**src/rtl/ctrb_pkg.sv**
```systemverilog
package ctrb_pkg;
  localparam int unsigned OPT_W = 5;

  // Option bit positions (bit 4 is the leftmost character of the code)
  localparam int unsigned OB_IGN_COND = 4;
  localparam int unsigned OB_SENSE    = 3;
  localparam int unsigned OB_KEEP_CTR = 2;
  localparam int unsigned OB_ZERO     = 1;
  localparam int unsigned OB_HINT     = 0;

  typedef struct packed {
    logic ign_cond;   // condition bit not consulted
    logic sense;      // required condition value
    logic keep_ctr;   // counter neither decremented nor tested
    logic want_zero;  // branch on new count == 0 (else != 0)
    logic z_err;      // reserved bit set while strict
  } opt_dec_t;
endpackage

```
**src/rtl/ctrb_opt_decode.sv**
```systemverilog
module ctrb_opt_decode
  import ctrb_pkg::*;
(
  input  logic [OPT_W-1:0] opt_i,
  input  logic             strict_i,
  output opt_dec_t         dec_o
);
  logic z_any;
  logic unused_hint;

  assign unused_hint = opt_i[OB_HINT];

  // Reserved-bit positions depend on the code family
  always_comb begin
    z_any = 1'b0;
    if (opt_i[OB_IGN_COND]) begin
      z_any = opt_i[OB_SENSE];
      if (opt_i[OB_KEEP_CTR]) z_any = z_any | opt_i[OB_ZERO];
    end else if (opt_i[OB_KEEP_CTR]) begin
      z_any = opt_i[OB_ZERO];
    end
  end

  always_comb begin
    dec_o.ign_cond  = opt_i[OB_IGN_COND];
    dec_o.sense     = opt_i[OB_SENSE];
    dec_o.keep_ctr  = opt_i[OB_KEEP_CTR];
    dec_o.want_zero = opt_i[OB_ZERO];
    dec_o.z_err     = strict_i & z_any;
  end
endmodule

```
**src/rtl/ctrb_cond_pick.sv**
```systemverilog
module ctrb_cond_pick #(
  parameter int unsigned CR_W  = 32,
  localparam int unsigned IDX_W = $clog2(CR_W)
) (
  input  logic [CR_W-1:0]  cr_i,
  input  logic [IDX_W-1:0] idx_i,
  output logic             bit_o
);
  // Reverse so that index 0 addresses the most significant bit
  logic [CR_W-1:0] cr_be;

  for (genvar g = 0; g < CR_W; g++) begin : g_rev
    assign cr_be[g] = cr_i[CR_W-1-g];
  end

  assign bit_o = cr_be[idx_i];
endmodule

```
**src/rtl/ctrb_ctr_unit.sv**
```systemverilog
module ctrb_ctr_unit #(
  parameter int unsigned XLEN = 32
) (
  input  logic [XLEN-1:0] ctr_i,
  output logic [XLEN-1:0] ctr_dec_o,
  output logic            dec_zero_o
);
  localparam logic [XLEN-1:0] ONE = XLEN'(1);

  assign ctr_dec_o  = ctr_i - ONE;         // wraps 0 -> all ones
  assign dec_zero_o = (ctr_i == ONE);      // new count is zero
endmodule

```
**src/rtl/ctr_branch_resolver.sv**
```systemverilog
module ctr_branch_resolver
  import ctrb_pkg::*;
#(
  parameter int unsigned XLEN       = 32,
  parameter int unsigned CR_W       = 32,
  parameter int unsigned INSN_BYTES = 4,
  localparam int unsigned IDX_W     = $clog2(CR_W),
  localparam int unsigned ALIGN     = $clog2(INSN_BYTES)
) (
  input  logic             clk,
  input  logic             rst_n,
  input  logic             issue,
  input  logic [OPT_W-1:0] opt,
  input  logic [IDX_W-1:0] cr_idx,
  input  logic             link,
  input  logic [CR_W-1:0]  cr,
  input  logic [XLEN-1:0]  ctr,
  input  logic [XLEN-1:0]  pc,
  input  logic             strict,
  output logic             taken,
  output logic [XLEN-1:0]  target,
  output logic [XLEN-1:0]  ctr_out,
  output logic             ctr_we,
  output logic [XLEN-1:0]  lr_val,
  output logic             lr_we,
  output logic             bad_form
);
  localparam logic [XLEN-1:0] STEP = XLEN'(INSN_BYTES);
  localparam logic [XLEN-1:0] ONE  = XLEN'(1);

  // Reset: asserted asynchronously, released on a clock edge
  logic [1:0] rst_sync;
  logic       rst_q;

  always_ff @(posedge clk or negedge rst_n) begin
    if (!rst_n) rst_sync <= 2'b00;
    else        rst_sync <= {rst_sync[0], 1'b1};
  end
  assign rst_q = rst_sync[1];

  // Sub-blocks
  opt_dec_t        dec;
  logic            cond_bit;
  logic [XLEN-1:0] ctr_dec;
  logic            dec_zero;

  ctrb_opt_decode u_dec (
    .opt_i    (opt),
    .strict_i (strict),
    .dec_o    (dec)
  );

  ctrb_cond_pick #(.CR_W(CR_W)) u_cond (
    .cr_i  (cr),
    .idx_i (cr_idx),
    .bit_o (cond_bit)
  );

  ctrb_ctr_unit #(.XLEN(XLEN)) u_ctr (
    .ctr_i      (ctr),
    .ctr_dec_o  (ctr_dec),
    .dec_zero_o (dec_zero)
  );

  // Next-state logic
  logic            cond_ok, cnt_ok, ok;
  logic            taken_d, ctr_we_d, lr_we_d, bad_d;
  logic [XLEN-1:0] target_d, lr_val_d;

  always_comb begin
    cond_ok  = dec.ign_cond | (cond_bit == dec.sense);
    cnt_ok   = dec.keep_ctr | (dec.want_zero ? dec_zero : ~dec_zero);
    ok       = issue & ~dec.z_err;
    taken_d  = ok & cond_ok & cnt_ok;
    ctr_we_d = ok & ~dec.keep_ctr;
    lr_we_d  = ok & link;
    bad_d    = issue & dec.z_err;
    target_d = {ctr[XLEN-1:ALIGN], {ALIGN{1'b0}}};
    lr_val_d = pc + STEP;
  end

  // Flags: updated every cycle
  always_ff @(posedge clk or negedge rst_q) begin
    if (!rst_q) begin
      taken    <= 1'b0;
      ctr_we   <= 1'b0;
      lr_we    <= 1'b0;
      bad_form <= 1'b0;
    end else begin
      taken    <= taken_d;
      ctr_we   <= ctr_we_d;
      lr_we    <= lr_we_d;
      bad_form <= bad_d;
    end
  end

  // Data: clock-enabled by issue
  always_ff @(posedge clk or negedge rst_q) begin
    if (!rst_q) begin
      target  <= '0;
      ctr_out <= '0;
      lr_val  <= '0;
    end else if (issue) begin
      target  <= target_d;
      ctr_out <= ctr_dec;
      lr_val  <= lr_val_d;
    end
  end


  bad_form_quiet_chk: assert property (@(posedge clk) disable iff (!rst_q)
    bad_form |-> (!taken && !ctr_we && !lr_we));


  ctr_wrap_chk: assert property (@(posedge clk) disable iff (!rst_q)
    ctr_we |-> (ctr_out == $past(ctr) - ONE));


  link_value_chk: assert property (@(posedge clk) disable iff (!rst_q)
    lr_we |-> (lr_val == $past(pc) + STEP));


  cond_sense_chk: assert property (@(posedge clk) disable iff (!rst_q)
    (taken && !$past(opt[OB_IGN_COND])) |-> ($past(cond_bit) == $past(opt[OB_SENSE])));


  idle_quiet_chk: assert property (@(posedge clk) disable iff (!rst_q)
    !issue |=> (!taken && !ctr_we && !lr_we && !bad_form));
endmodule

```
**config.mk**
```make
export PLATFORM = sky130hd
export DESIGN_NAME = ctr_branch_resolver
export DESIGN_NICKNAME = d
export VERILOG_FILES = /design/src/rtl/ctrb_pkg.sv /design/src/rtl/ctrb_opt_decode.sv /design/src/rtl/ctrb_cond_pick.sv /design/src/rtl/ctrb_ctr_unit.sv /design/src/rtl/ctr_branch_resolver.sv
export SDC_FILE = /design/constraint.sdc
export NUM_CORES = 1
export LEC_CHECK = 0
export BUFFER_PORTS_ARGS = -buffer_cell sky130_fd_sc_hd__buf_2
export CORE_UTILIZATION = 39
export DETAILED_ROUTE_END_ITERATION = 7
export PLACE_DENSITY = 0.7
export SLEW_MARGIN = 10
export SYNTH_ARGS = -nofsm -noshare
export SYNTH_HDL_FRONTEND = slang
export SYNTH_SLANG_ARGS = --single-unit
```
**constraint.sdc**
```tcl
create_clock -name clk -period 2.9 [get_ports clk]
set_input_delay 0.58 -clock clk [delete_from_list [all_inputs] [get_ports clk]]
set_output_delay 0.58 -clock clk [all_outputs]
set_load 0.05 [all_outputs]
```
* Word level (Yosys, flattened, before mapping)
Cells that the tools add are included.
** Word-level totals
- Register bits after elaboration :: 100
- Logic and storage cells :: 32
** Cells by class
- Add/subtract/negate cells :: 2
- Order comparisons :: 1
- Eq/ne operators :: 2
- Mux-type cells :: 6
- Bitwise logic cells :: 13
** Operators with widths (count)
- 32-bit by 3-bit adder with 32-bit output, second input constant :: 1
- 32-bit by 1-bit == test with 1-bit output, second input constant :: 1
- 32-bit by 1-bit subtractor with 32-bit output, second input constant :: 1
- 1-bit bitwise AND :: 7
- 5-bit by 6-bit less-than comparator with 1-bit output, second input constant :: 1
- 1-bit binary-select mux with 5-bit select :: 1
- 1-bit two-way mux :: 5
- 1-bit inverter :: 3
- 1-bit OR :: 3
- 1-bit == test :: 1

* Longest topological paths before layout
Gate-level depths: netlist of the first run.
- Depth in word-level cells :: 8
- Depth in mapped cells :: 8

* Modules after synthesis
Synthesis of the first run repeated with hierarchy kept, for this count alone.
** Unflattened totals
- Cells, all modules :: 494
- Area total of the unflattened synthesis :: 5487.8 sq um
** By module, submodules not included
- ctr_branch_resolver :: instances 1, cells an instance 350, area each 4286.6 sq um
- ctrb_ctr_unit :: instances 1, cells an instance 97, area each 832.0 sq um
- ctrb_cond_pick :: instances 1, cells an instance 41, area each 325.3 sq um
- ctrb_opt_decode :: instances 1, cells an instance 6, area each 43.8 sq um

* Least setup slack after synthesis of the first run
Ideal clock, no wire load.
- Kind :: input -> register
- Start point :: input port ctr[21]
- End point :: register ctr_out[27]
- Setup time :: 137 ps
- Arrival :: 2213 ps
- Data required time :: 2763 ps
- Path slack :: 550 ps
- Cell stages on the path :: 6
- Path buffers :: 0
- Cells stage by stage :: or4_4 or3_4 or3_4 nor4_4 xnor2_1 a21oi_1
** Between the ends
- Longest elaborated chain between the ends :: 1
** Ends and longest elaborated chain
- start, declared :: RTL line ctr_branch_resolver.sv:17 : input logic [XLEN-1:0] ctr,
- 32-bit by 1-bit subtractor with 32-bit output :: RTL line ctrb_ctr_unit.sv:10 : assign ctr_dec_o = ctr_i - ONE;
- end signal, assigned :: RTL line ctr_branch_resolver.sv:105 : ctr_out <= ctr_dec;
- end, declared :: RTL line ctr_branch_resolver.sv:22 : output logic [XLEN-1:0] ctr_out,
No other way between the ends.
A chain may end at the register's enable or synchronous reset.

* Final worst setup path of the first run
- Start point :: input port ctr[25]
- End point :: register taken
** Between the ends
- Longest elaborated chain between the ends :: 5
** Ends and longest elaborated chain
- 32-bit by 1-bit == test with 1-bit output (*) :: RTL line ctrb_ctr_unit.sv:11 : assign dec_zero_o = (ctr_i == ONE);
- 1-bit inverter :: RTL line ctr_branch_resolver.sv:72 : cnt_ok = dec.keep_ctr | (dec.want_zero ? dec_zero : ~dec_zero);
- 1-bit two-way mux (*) :: RTL line ctr_branch_resolver.sv:72
- 1-bit OR (*) :: RTL line ctr_branch_resolver.sv:72
- 1-bit bitwise AND (*) :: RTL line ctr_branch_resolver.sv:74 : taken_d = ok & cond_ok & cnt_ok;
- net taken_d :: RTL line ctr_branch_resolver.sv:67 : logic taken_d, ctr_we_d, lr_we_d, bad_d;
- end signal, assigned :: RTL line ctr_branch_resolver.sv:90 : taken <= taken_d;
- end, declared :: RTL line ctr_branch_resolver.sv:20 : output logic taken,
Mark *: on every way through the listed nets, which the timed path passes. The rest lies on a longest branch.

==> results of run 1 <==
## worst min path at each step
stage / from / endpoint / slack [ns] / cells past startpoint
after floorplan: rst_n / rst_sync[0] / 0.28 / 0
after CTS: rst_sync[1] / lr_val[7] / 0.34 / 0
final: rst_sync[1] / lr_val[7] / 0.32 / 0
after global routing: rst_sync[0] / rst_sync[1] / 0.36 / 0
after global placement: rst_sync[1] / lr_val[4] / 0.33 / 0
after detailed placement: rst_sync[1] / lr_val[7] / 0.33 / 0
## placed cells by master (no fill, tap or decap), types with 2 or more instances in the layout
master      count
nor2_1         79
clkinvlp_4      2
and3_1          7
dfrtp_1        99
mux2_2         34
a211oi_1        2
nor4_1         12
mux2i_1        16
nor3_1         12
conb_1          3
nand4_1         6
xor2_1         26
o21ai_0         2
or3_4           2
clkinv_4        2
nor2b_1         2
buf_12          3
and2_1          3
buf_4          11
a31oi_1         5
or4_1           2
ha_1            3
a22oi_1         4
buf_2         206
nand3_1        17
nand2b_1        3
inv_1           7
clkbuf_16       9
nand2_1        25
xnor2_1        30
a21oi_1        58
## logic make-up (layout without fill, tap and decap cells)
kind of cell / after synthesis / in the layout / share of synthesized area
compound gates: 74 / 74 / 0.0809
xor+xnor: 56 / 56 / 0.0988
fa+ha+maj: 3 / 3 / 0.00756
buf+inv: 28 / 244 / 0.0232
flops: 100 / 100 / 0.504
mux: 50 / 50 / 0.109
other cells: 2 / 3 / 0.00151
simple gates: 178 / 178 / 0.175
## final cells by class
| type | instances | area [um2] | area share |
|---|---|---|---|
| flip-flops and latches | 100 | 2510 | 0.380 |
| multi-input cells | 364 | 2350 | 0.357 |
| repair buffers | 221 | 1180 | 0.180 |
| clock buffers | 10 | 239 | 0.0363 |
| well taps | 168 | 210 | 0.0319 |
| clock inverters | 6 | 71.3 | 0.0108 |
| inverters | 7 | 26.3 | 0.00399 |
## critical path, delay by kind of cell
family                    cells  cell delay [ns]
and+or+nand+nor               5             1.52
buffers and inverters         2             0.32
xor gates and xnor gates      1             0.11
## metrics by stage
stage                util  instances
floorplan               -        492
detailed placement  0.513        859
finish              0.540        876
global route        0.540        876
global placement    0.513        859
CTS                 0.540        876
## routing by layer
metal	wire, um	global-route usage	up-vias	part of all wire
met4	169	0.0667	0	0.014
met5	0	0	-	0
met1	5350	0.239	2067	0.43
met3	922	0.0517	14	0.074
met2	6040	0.323	147	0.48
li1	-	-	2141	-
## flip-flops by register name (all words and copies together) (netlist names)
| signal | count |
|---|---|
| lr_we | 1 |
| bad_form | 1 |
| rst_sync | 2 |
| lr_val | 32 |
| ctr_we | 1 |
| target | 30 |
| taken | 1 |
| ctr_out | 32 |
## power by group
| part | switching, mW | internal [mW] | total, mW |
|---|---|---|---|
| combinational | 0.746 | 0.283 | 1.03 |
| sequential | 0.0761 | 1.53 | 1.60 |
| clock | 0.536 | 0.699 | 1.23 |
## timing repair
action / 4_1_cts / 5_1_grt
hold buffers: 1 / 0
endpoints found under the setup margin: 0 / 0
endpoints found under the hold margin: 2 / 0
resized for setup: 0 / 0
==> reports/qor.txt, run 1 <==
outcome: finished clean
Floorplan Core Area: 12200 um2
final-layout fill cell count: 1138
placer's final routability congestion estimate: 0.809
dominant cell by count in the synthesized netlist: dfrtp_1
max-cap check violation count: 0
Clk Tree Root Cell: clkbuf_16
IR drop worst, VDD: 362 uV
number of distinct library cell variants in the gate-level netlist after synthesis: 40
sum of internal, switching and leakage power: 3.87 mW
number of design rule violations left after detail routing: 0
Detail Route Antenna Nets: 0
worst-path fanout max: 5
post-synthesis area per instance: 10.1 um2
cell type with the largest total area after synthesis: dfrtp_1
Setup Crit Path Kind: primary input to register
post-detailed-placement cell area: 6270 um2
post-route worst hold slack: 0.318 ns
number of cell rows: 40
dpl hpwl: 9560 um
level count of the clock H-tree: 3
via density per instance: 4.99
CP arrival: 2.53 ns
transition time of the tightest slew-check pin: 0.545 ns
max-slew violation count: 0
number of input and output port buffers inserted: 207
Setup Slack @ Placement: 0.222 ns
number of global-route vias before repair: 4148
setup repair after global routing missed its margin: false
number of failing hold endpoints at the final stage: 0
post-synthesis to final-layout area growth: 32.7%
Total Nets Final: 817
largest cells by area after synthesis: dfrtp_1, mux2_2, nor2_1
Worst EP required: 3.14 ns
vertical die dimension: 115 um
CP Capture Point: taken
synthesized area: 4970 um2
number of synthesized flops with an enable pin: 0
Final TNS setup: 0 ns
number of buffers on the longest clock path: 2
number of inserted diodes: 0
leading post-synthesis cells by instance count: dfrtp_1, nor2_1, a21oi_1
1st-pass router iterations: 4
terminus of the critical flop-to-flop path: target[29]
Reg-to-Reg Start: rst_sync[1]
post-synthesis async set-or-reset flop share: 1.00
setup repair bufs after CTS: 0
leak pwr: 2.97 nW
overall via count from detail_route: 4369
cell at the slowest stage of the critical path: or4_1
Routed wire per std cell: 14.2 um
TritonCTS clock tree: done
timing-limited maximum frequency: 0.436 GHz
TritonCTS Buffers: 9
overall track demand over capacity in global routing: 0.192
Starting Density: 0.407
critical path launch point type: primary input
number of standard cells after synthesis: 491
crit path from: ctr[25]
maximum number of pins on one net before global-route repair: 61
Clock Skews: 0.00675 ns
Setup crit end kind: register
number of antenna violations at the first check in global routing: 0
wire length of the first global-routing pass: 20000 um
ratio of cells with drive above 1 in the final layout: 0.393
width of the die: 115 um
final setup violation count: 0
fraction of post-synthesis cell area in the top cell type by area: 0.504
register bit total from synthesis: 100
cell-by-cell trace of the critical path: buf_2 > or4_1 > or4_1 > nor4_1 > buf_4 > xnor2_1 > nor2_1 > nor4_1
top flip-flop cell by instance count after synthesis: dfrtp_1
latest clock arrival within the worst-skew pair: 0.34 ns
Sinks on Clock Net: 100
time the worst path needs with I/O delays and setup: 2.29 ns
pwr dens: 587 nW/um2
reg-to-reg slack, setup: 1.88 ns
post-detailed-routing wire length: 12500 um
worst reg2reg path depth: 1
grt ovf: 0
synthesis warning total: 0
final critical-path setup slack: 0.607 ns
sequential cell area fraction in the yosys report: 0.504
CTS clock-pin slew for the worst setup and hold paths: 0.07 ns
DR iter-0 viols: 154
post-route standard cell area excluding fillers: 6590 um2
worst min path class: register to asynchronous set/reset pin
DIE AREA: 13200 um2
worst slew margin relative to its limit: 0.637
max incr delay on CP: 0.59 ns
Ports: 211
share of the cycle needed by the critical path after routing: 0.791
(Power assumes the default switching activity.)
==> run 2: changes to the inputs <==
Clock period 2.9 ns to 2.1 ns, I/O delays scaled along.
==> reports/qor.txt, run 2 (same netlist as run 1, synthesis figures left out) <==
cell family with the largest share of critical-path delay: simple AND/OR/NAND/NOR gates
final setup violation count: 0 (unchanged)
pwr dens: 781 nW/um2 (+33%)
TritonCTS Buffers: 9 (unchanged)
cell count along the critical path: 9 (+1)
transition time of the tightest slew-check pin: 0.547 ns (+0.00195 ns)
Clk Tree Root Cell: clkbuf_16
level count of the clock H-tree: 3 (unchanged)
grt ovf: 0 (unchanged)
number of antenna violations at the first check in global routing: 1 (+1)
DR iter-0 viols: 195 (+27%)
CTS clock-pin slew for the worst setup and hold paths: 0.06 ns (about the same)
commonest non-fill, non-tap cell in the layout: buf_2
placed insts: 890 (+3.6%)
cell-by-cell trace of the critical path: buf_2 > or4_4 > or3_4 > buf_4 > nor3_1 > buf_4 > nand2_1 > xor2_1 > a21oi_1
vertical die dimension: 115 um (unchanged)
Clock Skews: 0.00763 ns (+0.000879 ns)
post-detailed-routing wire length: 13100 um (+5.2%)
Sinks on Clock Net: 100 (unchanged)
max-cap check violation count: 0 (unchanged)
outcome: finished clean
number of global-route vias before repair: 4383 (+5.7%)
post-route standard cell area excluding fillers: 6830 um2 (+3.7%)
worst reg2reg path depth: 1 (unchanged)
Starting Density: 0.407 (unchanged)
Floorplan Core Area: 12200 um2 (unchanged)
IR drop worst, VDD: 512 uV (+41%)
via density per instance: 4.96 (-0.63%)
Final TNS setup: 0 ns (unchanged)
Setup Slack @ Placement: -0.268 ns (-0.490 ns)
wire length of the first global-routing pass: 20800 um (+4.0%)
cell at the slowest stage of the critical path: or4_4
placer's final routability congestion estimate: 0.836 (+3.3%)
non-filler cells in the finished layout: 906 (+3.4%)
ratio of cells with drive above 1 in the final layout: 0.417 (+0.0247)
Total Nets Final: 848 (+3.8%)
registers with the highest flip-flop counts: ctr_out x32, lr_val x32, target x30
most repeated library cell on the critical path: buf_4
proportion of power drawn by combinational gates: 0.275 (+0.009)
Routed wire per std cell: 14.5 um (+1.7%)
share of total power in sequential cells: 0.415 (about the same)
TritonCTS clock tree: done
part of the power in the clock network: 0.310 (-0.009)
latest clock arrival within the worst-skew pair: 0.34 ns (about the same)
internal cell power: 3.51 mW (+40%)
timing-limited maximum frequency: 0.510 GHz
number of buffers on the longest clock path: 2 (unchanged)
commonest cells after routing, fill and taps aside: buf_2, dfrtp_1, nor2_1, a21oi_1, buf_4
Detail Route Antenna Nets: 0 (unchanged)
Ports: 211 (unchanged)
leak pwr: 3.12 nW (+5.2%)
share of the cycle needed by the critical path after routing: 0.934
number of input and output port buffers inserted: 207 (unchanged)
number of failing hold endpoints at the final stage: 0 (unchanged)
dpl hpwl: 10300 um (+7.5%)
overall track demand over capacity in global routing: 0.203 (+0.0111)
post-synthesis to final-layout area growth: 37.6%
setup repair bufs after CTS: 0 (unchanged)
max incr delay on CP: 0.53 ns (-0.06 ns)
overall via count from detail_route: 4490 (+2.8%)
time the worst path needs with I/O delays and setup: 1.96 ns
CP arrival: 2.23 ns (-0.30 ns)
DIE AREA: 13200 um2 (unchanged)
worst slew margin relative to its limit: 0.635 (-0.00130)
Setup crit end kind: register
worst hold path stage count: 2
CP bufs+invs: 3 (+1)
post-detailed-placement cell area: 6510 um2 (+3.9%)
power spent charging and discharging nets: 1.83 mW (+34%)
number of cell rows: 40 (unchanged)
setup repair after global routing missed its margin: false
final critical-path setup slack: 0.138 ns (-0.469 ns)
maximum number of pins on one net before global-route repair: 42 (-31%)
number of inserted diodes: 0 (unchanged)
max-slew violation count: 0 (unchanged)
critical path launch point type: primary input
worst-path fanout max: 3 (-2)
net switching share of the total power: 0.342 (-0.00933)
Worst EP required: 2.37 ns (-0.77 ns)
width of the die: 115 um (unchanged)
post-route worst hold slack: 0.271 ns (-0.0467 ns)
worst min path class: primary input to register
Setup Crit Path Kind: primary input to register
1st-pass router iterations: 4 (unchanged)
number of design rule violations left after detail routing: 0 (unchanged)
run 2: path summary, 6_finish.rpt:
check                            start           to  slack, ns
setup / recovery               ctr[21]  ctr_out[30]       0.14
max in group asynchronous  rst_sync[1]   target[15]       1.13
hold / removal                  opt[2]       ctr_we       0.27
min in group asynchronous  rst_sync[1]    lr_val[4]       0.32
setup reg to reg           rst_sync[1]   target[15]       1.13
hold reg to reg            rst_sync[1]    lr_val[4]       0.32
run 2: layer usage:
metal  track usage  wire length [um]  vias up
met5             0                12        -
met4        0.0831               255        2
met1         0.242              5470     2113
li1              -                 -     2191
met2         0.345              6370      159
met3        0.0585              1020       25
run 2: through the flow:
stage                      util  power, mW
after floorplan               -       3.22
after global placement    0.533       3.70
after detailed placement  0.533       3.72
after CTS                 0.558       5.40
after global routing      0.559       5.57
final                     0.559       5.34
run 2: power by group through the flow:
stage | registers [mW] | clock network (mW) | logic [mW]
after CTS | 2.22 | 1.71 | 1.48
final | 2.22 | 1.65 | 1.47
after detailed placement | 2.25 | 0 | 1.47
after floorplan | 2.90 | 0 | 0.325
after global routing | 2.24 | 1.78 | 1.56
after global placement | 2.24 | 0 | 1.45
run 2: area by class of cell:
cell class / instances / area (um2)
Fill cell: 1104 / 5380
Sequential cell: 100 / 2510
Multi-Input combinational cell: 364 / 2360
Timing Repair Buffer: 252 / 1430
Clock buffer: 13 / 260
Tap cell: 168 / 210
Clock inverter: 2 / 35.0
Inverter: 7 / 26.3
run 2: timing repair:
| item | 4_1_cts | 5_1_grt |
|---|---|---|
| endpoints found under the hold margin | 2 | 0 |
| hold buffers | 1 | 0 |
| resized for setup | 0 | 2 |
| setup endpoints to repair | 0 | 1 |
